### src/rtl/vec_remap_pkg.sv
package vec_remap_pkg;

    typedef enum logic [1:0] {
        MAP_ONCHIP = 2'b00,
        MAP_RAM    = 2'b01,
        MAP_XFLASH = 2'b10,
        MAP_RSVD   = 2'b11
    } map_mode_e;

endpackage

### src/rtl/vec_remap_ctrl.sv
module vec_remap_ctrl
    import vec_remap_pkg::*;
#(
    parameter int              ADDR_W   = 32,
    parameter logic [ADDR_W-1:0] RAM_BASE = 32'h4000_0000,
    parameter logic [ADDR_W-1:0] XFL_BASE = 32'h8000_0000
) (
    input  logic              clk,
    input  logic              rst_n,
    input  logic              we,
    input  logic [1:0]        wdata,
    output logic [1:0]        rdata,
    output logic [ADDR_W-1:0] win_base
);

    map_mode_e state_q;

    // state register: a write moves to the coded state, otherwise hold
    always_ff @(posedge clk) begin
        if (!rst_n)
            state_q <= MAP_ONCHIP;
        else if (we)
            state_q <= map_mode_e'(wdata);
    end

    // outputs: stored code and the base address for the vector window
    always_comb begin
        rdata = state_q;
        unique case (state_q)
            MAP_ONCHIP: win_base = '0;
            MAP_RAM:    win_base = RAM_BASE;
            MAP_XFLASH: win_base = XFL_BASE;
            MAP_RSVD:   win_base = '0;
        endcase
    end

    AST_RESET_ONCHIP: assert property (@(posedge clk)
        !rst_n |=> state_q == MAP_ONCHIP);

    AST_HOLD_IDLE: assert property (@(posedge clk) disable iff (!rst_n)
        !we |=> $stable(state_q));

endmodule

### src/rtl/vec_remap_xlate.sv
module vec_remap_xlate #(
    parameter int ADDR_W   = 32,
    parameter int WIN_BITS = 6
) (
    input  logic [ADDR_W-1:0] addr_in,
    input  logic [ADDR_W-1:0] win_base,
    output logic [ADDR_W-1:0] addr_out
);

    localparam int HI_W = ADDR_W - WIN_BITS;

    logic in_window;
    logic [ADDR_W-1:0] offset_ext;

    always_comb begin
        in_window  = (addr_in[ADDR_W-1:WIN_BITS] == {HI_W{1'b0}});
        offset_ext = {{HI_W{1'b0}}, addr_in[WIN_BITS-1:0]};
        addr_out   = in_window ? (win_base | offset_ext) : addr_in;
    end

endmodule

### src/rtl/vec_remap.sv
module vec_remap
    import vec_remap_pkg::*;
#(
    parameter int                ADDR_W   = 32,
    parameter int                WIN_BITS = 6,
    parameter logic [ADDR_W-1:0] RAM_BASE = 32'h4000_0000,
    parameter logic [ADDR_W-1:0] XFL_BASE = 32'h8000_0000
) (
    input  logic              clk,
    input  logic              rst_n,
    input  logic [ADDR_W-1:0] cpu_addr,
    input  logic              cpu_valid,
    input  logic              cfg_we,
    input  logic [1:0]        cfg_wdata,
    output logic [1:0]        cfg_rdata,
    output logic [ADDR_W-1:0] phys_addr,
    output logic              phys_valid
);

    logic [ADDR_W-1:0] win_base;

    vec_remap_ctrl #(
        .ADDR_W  (ADDR_W),
        .RAM_BASE(RAM_BASE),
        .XFL_BASE(XFL_BASE)
    ) u_ctrl (
        .clk     (clk),
        .rst_n   (rst_n),
        .we      (cfg_we),
        .wdata   (cfg_wdata),
        .rdata   (cfg_rdata),
        .win_base(win_base)
    );

    vec_remap_xlate #(
        .ADDR_W  (ADDR_W),
        .WIN_BITS(WIN_BITS)
    ) u_xlate (
        .addr_in (cpu_addr),
        .win_base(win_base),
        .addr_out(phys_addr)
    );

    assign phys_valid = cpu_valid;

    AST_VALID_SAME_CYCLE: assert property (@(posedge clk) disable iff (!rst_n)
        phys_valid == cpu_valid);

    AST_OUTSIDE_UNTOUCHED: assert property (@(posedge clk) disable iff (!rst_n)
        (|cpu_addr[ADDR_W-1:WIN_BITS]) |-> phys_addr == cpu_addr);

    AST_OFFSET_KEPT: assert property (@(posedge clk) disable iff (!rst_n)
        phys_addr[WIN_BITS-1:0] == cpu_addr[WIN_BITS-1:0]);

    AST_WRITE_LANDS: assert property (@(posedge clk) disable iff (!rst_n)
        cfg_we |=> cfg_rdata == $past(cfg_wdata));

    AST_IDLE_READBACK: assert property (@(posedge clk) disable iff (!rst_n)
        !cfg_we |=> $stable(cfg_rdata));

endmodule

### config.mk
export PLATFORM = sky130hd
export DESIGN_NAME = vec_remap
export DESIGN_NICKNAME = d
export VERILOG_FILES = /design/src/rtl/vec_remap_pkg.sv /design/src/rtl/vec_remap_ctrl.sv /design/src/rtl/vec_remap_xlate.sv /design/src/rtl/vec_remap.sv
export SDC_FILE = /design/constraint.sdc
export NUM_CORES = 1
export LEC_CHECK = 0
export ABC_CLOCK_PERIOD_IN_PS = 4700
export BUFFER_PORTS_ARGS = -buffer_cell sky130_fd_sc_hd__buf_2
export CORE_MARGIN = 1.5
export CORE_UTILIZATION = 40
export DETAILED_ROUTE_END_ITERATION = 7
export PLACE_DENSITY = 0.93
export SLEW_MARGIN = 20
export SYNTH_ARGS = -nofsm -noshare
export SYNTH_HDL_FRONTEND = slang
export SYNTH_HIERARCHICAL = 1
export SYNTH_SLANG_ARGS = --single-unit
### constraint.sdc
create_clock -name clk -period 4.7 [get_ports clk]
set_input_delay 0.94 -clock clk [delete_from_list [all_inputs] [get_ports clk]]
set_output_delay 0.94 -clock clk [all_outputs]
set_load 0.1 [all_outputs]
Word-level counts from Yosys, hierarchy flattened
Cells that the tools add are included.
{"block": "totals", "ff_bits": 2, "input_bits": 38, "out_inout_bits": 35, "word_cells": 10}
{"block": "op_classes", "eq_ne": 3, "n_mux": 2, "n_bitwise": 1, "n_reduce_logical": 3}
{"cell": "$pmux W32 S3", "count": 1}
{"cell": "$mux W32", "count": 1}
{"cell": "$or A32 B6 Y32", "count": 1}
{"cell": "$logic_not A26 Y1", "count": 1}
{"cell": "$eq A2 B2 Y1 const B", "count": 2}
{"cell": "$eq A2 B1 Y1 const B", "count": 1}
{"cell": "$logic_not A2 Y1", "count": 1}
{"cell": "$reduce_or A2 Y1", "count": 1}

Logic depth before layout (Yosys ltp)
{"block": "logic_depth", "ltp_word": 5, "depth_mapped": 5, "mapped_depth_nobuf": 3}

By module
The synthesis kept the hierarchy.
{"module": "vec_remap_xlate", "instances": 1, "cells_per_inst": 51, "area_per_inst_um2": 473.0, "seq_area_each_um2": 0.0}
{"module": "vec_remap_ctrl", "instances": 1, "cells_per_inst": 39, "area_per_inst_um2": 314.1, "seq_area_each_um2": 40.0}
{"module": "vec_remap", "instances": 1, "cells_per_inst": 1, "area_per_inst_um2": 7.5, "seq_area_each_um2": 0.0}

Least setup slack after synthesis
Ideal clock, no wire load.
{"block": "synth_path", "path_type": "input-to-output", "start": "in cpu_addr[27]", "end": "out phys_addr[30]", "arrival_ns": 2.174, "path_slack_ns": 1.586, "stages": 3, "cell_sequence": "or4_4 > nor2_8 > a41o_2"}
{"block": "synth_between", "elab_chain_cells": 2}
{"element": "start: declaration", "line": "vec_remap.sv:11", "rtl": "input logic [ADDR_W-1:0] cpu_addr,"}
{"element": "$logic_not A26 Y1", "line": "vec_remap_xlate.sv:16", "rtl": "in_window = (addr_in[ADDR_W-1:WIN_BITS] == {HI_W{1'b0}});"}
{"element": "$mux W32", "line": "vec_remap_xlate.sv:18", "rtl": "addr_out = in_window ? (win_base | offset_ext) : addr_in;"}
{"element": "end: declaration", "line": "vec_remap.sv:16", "rtl": "output logic [ADDR_W-1:0] phys_addr,"}
Every way passes these cells.

Worst setup path in the final report
Same ends and word-level chain as after synthesis.

==> results.md <==
Flow run:
- Across the run, the number of max-cap violations was 0.

STA:
- The worst path uses 76.9% of the clock period.
- Setup violations remaining at the end of the flow were counted as 0.
- Setup repair after global routing left no endpoint under its margin.
- The slew of the pin with the lowest slew margin is approximately 500 ps.
- After layout, the minimum clock period comes to 3610 ps.
- The achievable frequency is 277 MHz.
- The headroom to the max-slew limit is 66.6%.
- The total negative slack is 0 ps.
- The least setup slack across all paths after layout is 1090 ps.
- The final-report max-slew violation count is 0.
- The final count of hold timing violations is 0.
- The final setup skew is 0 ps.

Setup path:
- The required time at the worst-slack endpoint is 3760 ps.
- In this run the worst path has a maximum fanout of 32.
- The critical path in this run is classified as input port to output pin.
- The worst setup path is captured at an output pin.
- The data arrival time of the critical path is 2670 ps.
- The worst setup path is launched from an input port.

Routing:
- The first routing iteration left 3 violations.
- For this block, the routed nets add up to 2100 um of wire.
- The detail-routed via count per cell is between 4 and 5.
- The number of DRC violations after detailed routing is 0.
- The count of vias placed by the detailed router is 879.
- The detailed-routing iteration count for the pre-antenna-repair pass is 4.
- The number of nets with antenna violations after routing is 0.
- In the final routed layout, each cell accounts on average for 11.7 um.

Cells and area:
- The fraction of final layout cells sized beyond drive strength 1 is 52.6%.
- The area growth from synthesis to layout is 30.2%.
- The area taken by flip-flops and latches is 40.0 um2.
- Summing all multi-input logic gate instances after layout gives 576 um2.
- The flip-flop count of the largest register, all copies and words added is 2.
- The area of all placed cells without fillers is 1030 um2.
- The final-stage net count is 194.
- The count of antenna diodes in the layout is 0.
- The layout has 179 filler cells.

Floorplanning:
- The number of I/O pins is between 70 and 80.
- The die area is 2260 um2.
- In this run the core area contains 15 standard-cell rows.
- The core footprint is 1800 um2.
- The floorplan step set the die width to between 40 and 50 um.
- The initial utilization of the core area, before any placement, comes to 44.1%.
- The die height is 47.6 um.

Logic synthesis:
- For this run, the number of Yosys warnings is 6.
- The fraction of synthesized cell area taken by the top area cell type is 37.8%.
- a41o_1 takes more of the synthesized area than any other cell.
- In the synthesized netlist the dominant register cell turns out to be dfxtp_1.
- After synthesis, the mean cell area works out to 8.73 um2.
- Of all flip-flops after synthesis, the portion carrying an async set or reset was 0%.
- After synthesis, the cell types taking the most area are a41o_1 (38%), buf_4 (29%), dfxtp_1 (5.0%).
- The mapped netlist covers about 790 um2.
- After synthesis, the netlist uses 16 different library cells.
- The synthesized design contains 0 enable-type register cells.
- Among all cell types in the netlist, the one instantiated most often is buf_4.
- In this run, synthesis produced a sequential element count of 2.
- By count the netlist is led by buf_4 (31), a41o_1 (30), clkbuf_1 (4), nor2b_1 (4).
- The share of the yosys chip area belonging to registers is 5.04%.
- The number of instances in the synthesized netlist is 91.

Clock network:
- In this run the post-CTS setup repair buffer count came out at 0.
- The clock transition at the register clock pins on the worst setup and hold paths after CTS is 30 ps.
- The post-cts sizing count is 0.
- The clock tree from TritonCTS is done.
- The cell sitting at the root of the clock tree is a clkbuf_4.
- In this run, post-CTS hold repair placed 0 buffers.
- The worst-skew pair later-pin latency is roughly 220 ps.
- The maximum level of the CTS H-tree is 1.
- The tree built by TritonCTS fans out to 2 sinks.
- The number of clock buffers added by TritonCTS is 3.
- In this run the deepest clock path goes through 2 buffers.

Status:
- The run finished with clean final reports.

Global routing:
- The initial antenna violation count is 0.
- The first global-routing pass estimated 2670 um of wire.
- The number of global-route vias before repair is 726.
- Entering global routing, the biggest net connects 33 pins.
- Global routing finished with a remaining overflow of 0.
- The total track usage is 16.0%.

Power and ir drop:
- Across the VDD grid, the largest voltage drop is 0.115 mV.
- In this run the static leakage power is 0.696 nW.
- Power spread over the standard cell area amounts to roughly 220 nW/um2.

Placement:
- The placer congestion estimate is 0.660.
- In this run the tool buffered the top-level ports with 70 buffer cells.
- Prior to clock tree synthesis, the placed netlist has a worst setup slack of about 1100 ps.
- The standard cell area after detailed placement is 1010 um2.

Hold path:
- The path class of the tightest hold or removal check is flip-flop to flip-flop.
cell families (layout without fill, tap and decap cells):
group	Yosys count	after routing	share of synthesized area, %
AND/OR/NAND/NOR	13	13	14.0
multiplexers	2	2	2.52
flip-flops	2	2	5.04
other	1	30	0.472
AO/OA/AOI/OAI	32	32	40.6
buffers and inverters	41	75	37.3
final cells by class:
cell class              instances  area share, %
clock buffers                   3           2.18
well taps                      25           3.02
repair buffers                 72           35.3
flip-flops and latches          2           3.87
multi-input cells              77           55.6
worst max-delay path: stages:
cell	delay [ps]
buf_2	110
or4_4	570
nor2_8	380
a41o_2	260
buf_2	420
cell usage in the layout (no fill, tap or decap):
| cell | count |
|---|---|
| buf_2 | 70 |
| conb_1 | 30 |
| a41o_1 | 30 |
| nor2b_1 | 4 |
| clkbuf_4 | 3 |
| nor4_1 | 3 |
| mux2i_1 | 2 |
| dfxtp_1 | 2 |
| or4_4 | 2 |
| a41o_2 | 2 |
| buf_4 | 2 |
| nor2_1 | 1 |
| and4_1 | 1 |
| nor2_8 | 1 |
| nor4_4 | 1 |
stage by stage:
| stage | util, % | hold WS [ps] | power, mW | instances |
|---|---|---|---|---|
| after detailed placement | 56.2 | 559 | 0.191 | 176 |
| final | 57.4 | 560 | 0.229 | 179 |
| after floorplan | - | 998 | 0.178 | 120 |
| after global routing | 57.4 | 578 | 0.237 | 179 |
| after CTS | 57.4 | 565 | 0.229 | 179 |
| after global placement | 56.2 | 537 | 0.189 | 176 |
worst paths after layout:
check        cells after the start  slack, ps                            to                         start
max reg2reg                      2       4030  u_ctrl/rdata[1]$_SDFFE_PN0P_  u_ctrl/rdata[1]$_SDFFE_PN0P_
min reg2reg                      2        560  u_ctrl/rdata[0]$_SDFFE_PN0P_  u_ctrl/rdata[0]$_SDFFE_PN0P_
min                              2        560  u_ctrl/rdata[0]$_SDFFE_PN0P_  u_ctrl/rdata[0]$_SDFFE_PN0P_
max                              5       1090                 phys_addr[30]                  cpu_addr[27]
where the power goes:
group	leakage [nW]	switching, mW	internal (mW)
registers	0.0165	0.000842	0.0181
logic	0.666	0.139	0.0340
clock network	0.0138	0.00904	0.0282
total	0.696	0.148	0.0803
metal layers:
layer / up-vias / GRT usage (%) / share of wire [%]
li1: 442 / - / -
met1: 394 / 15.8 / 41
met2: 43 / 34.6 / 52
met3: 0 / 0.377 / 6.8
met4: 0 / 4.86 / 0
met5: - / 0 / 0
(Power assumes the default switching activity.)
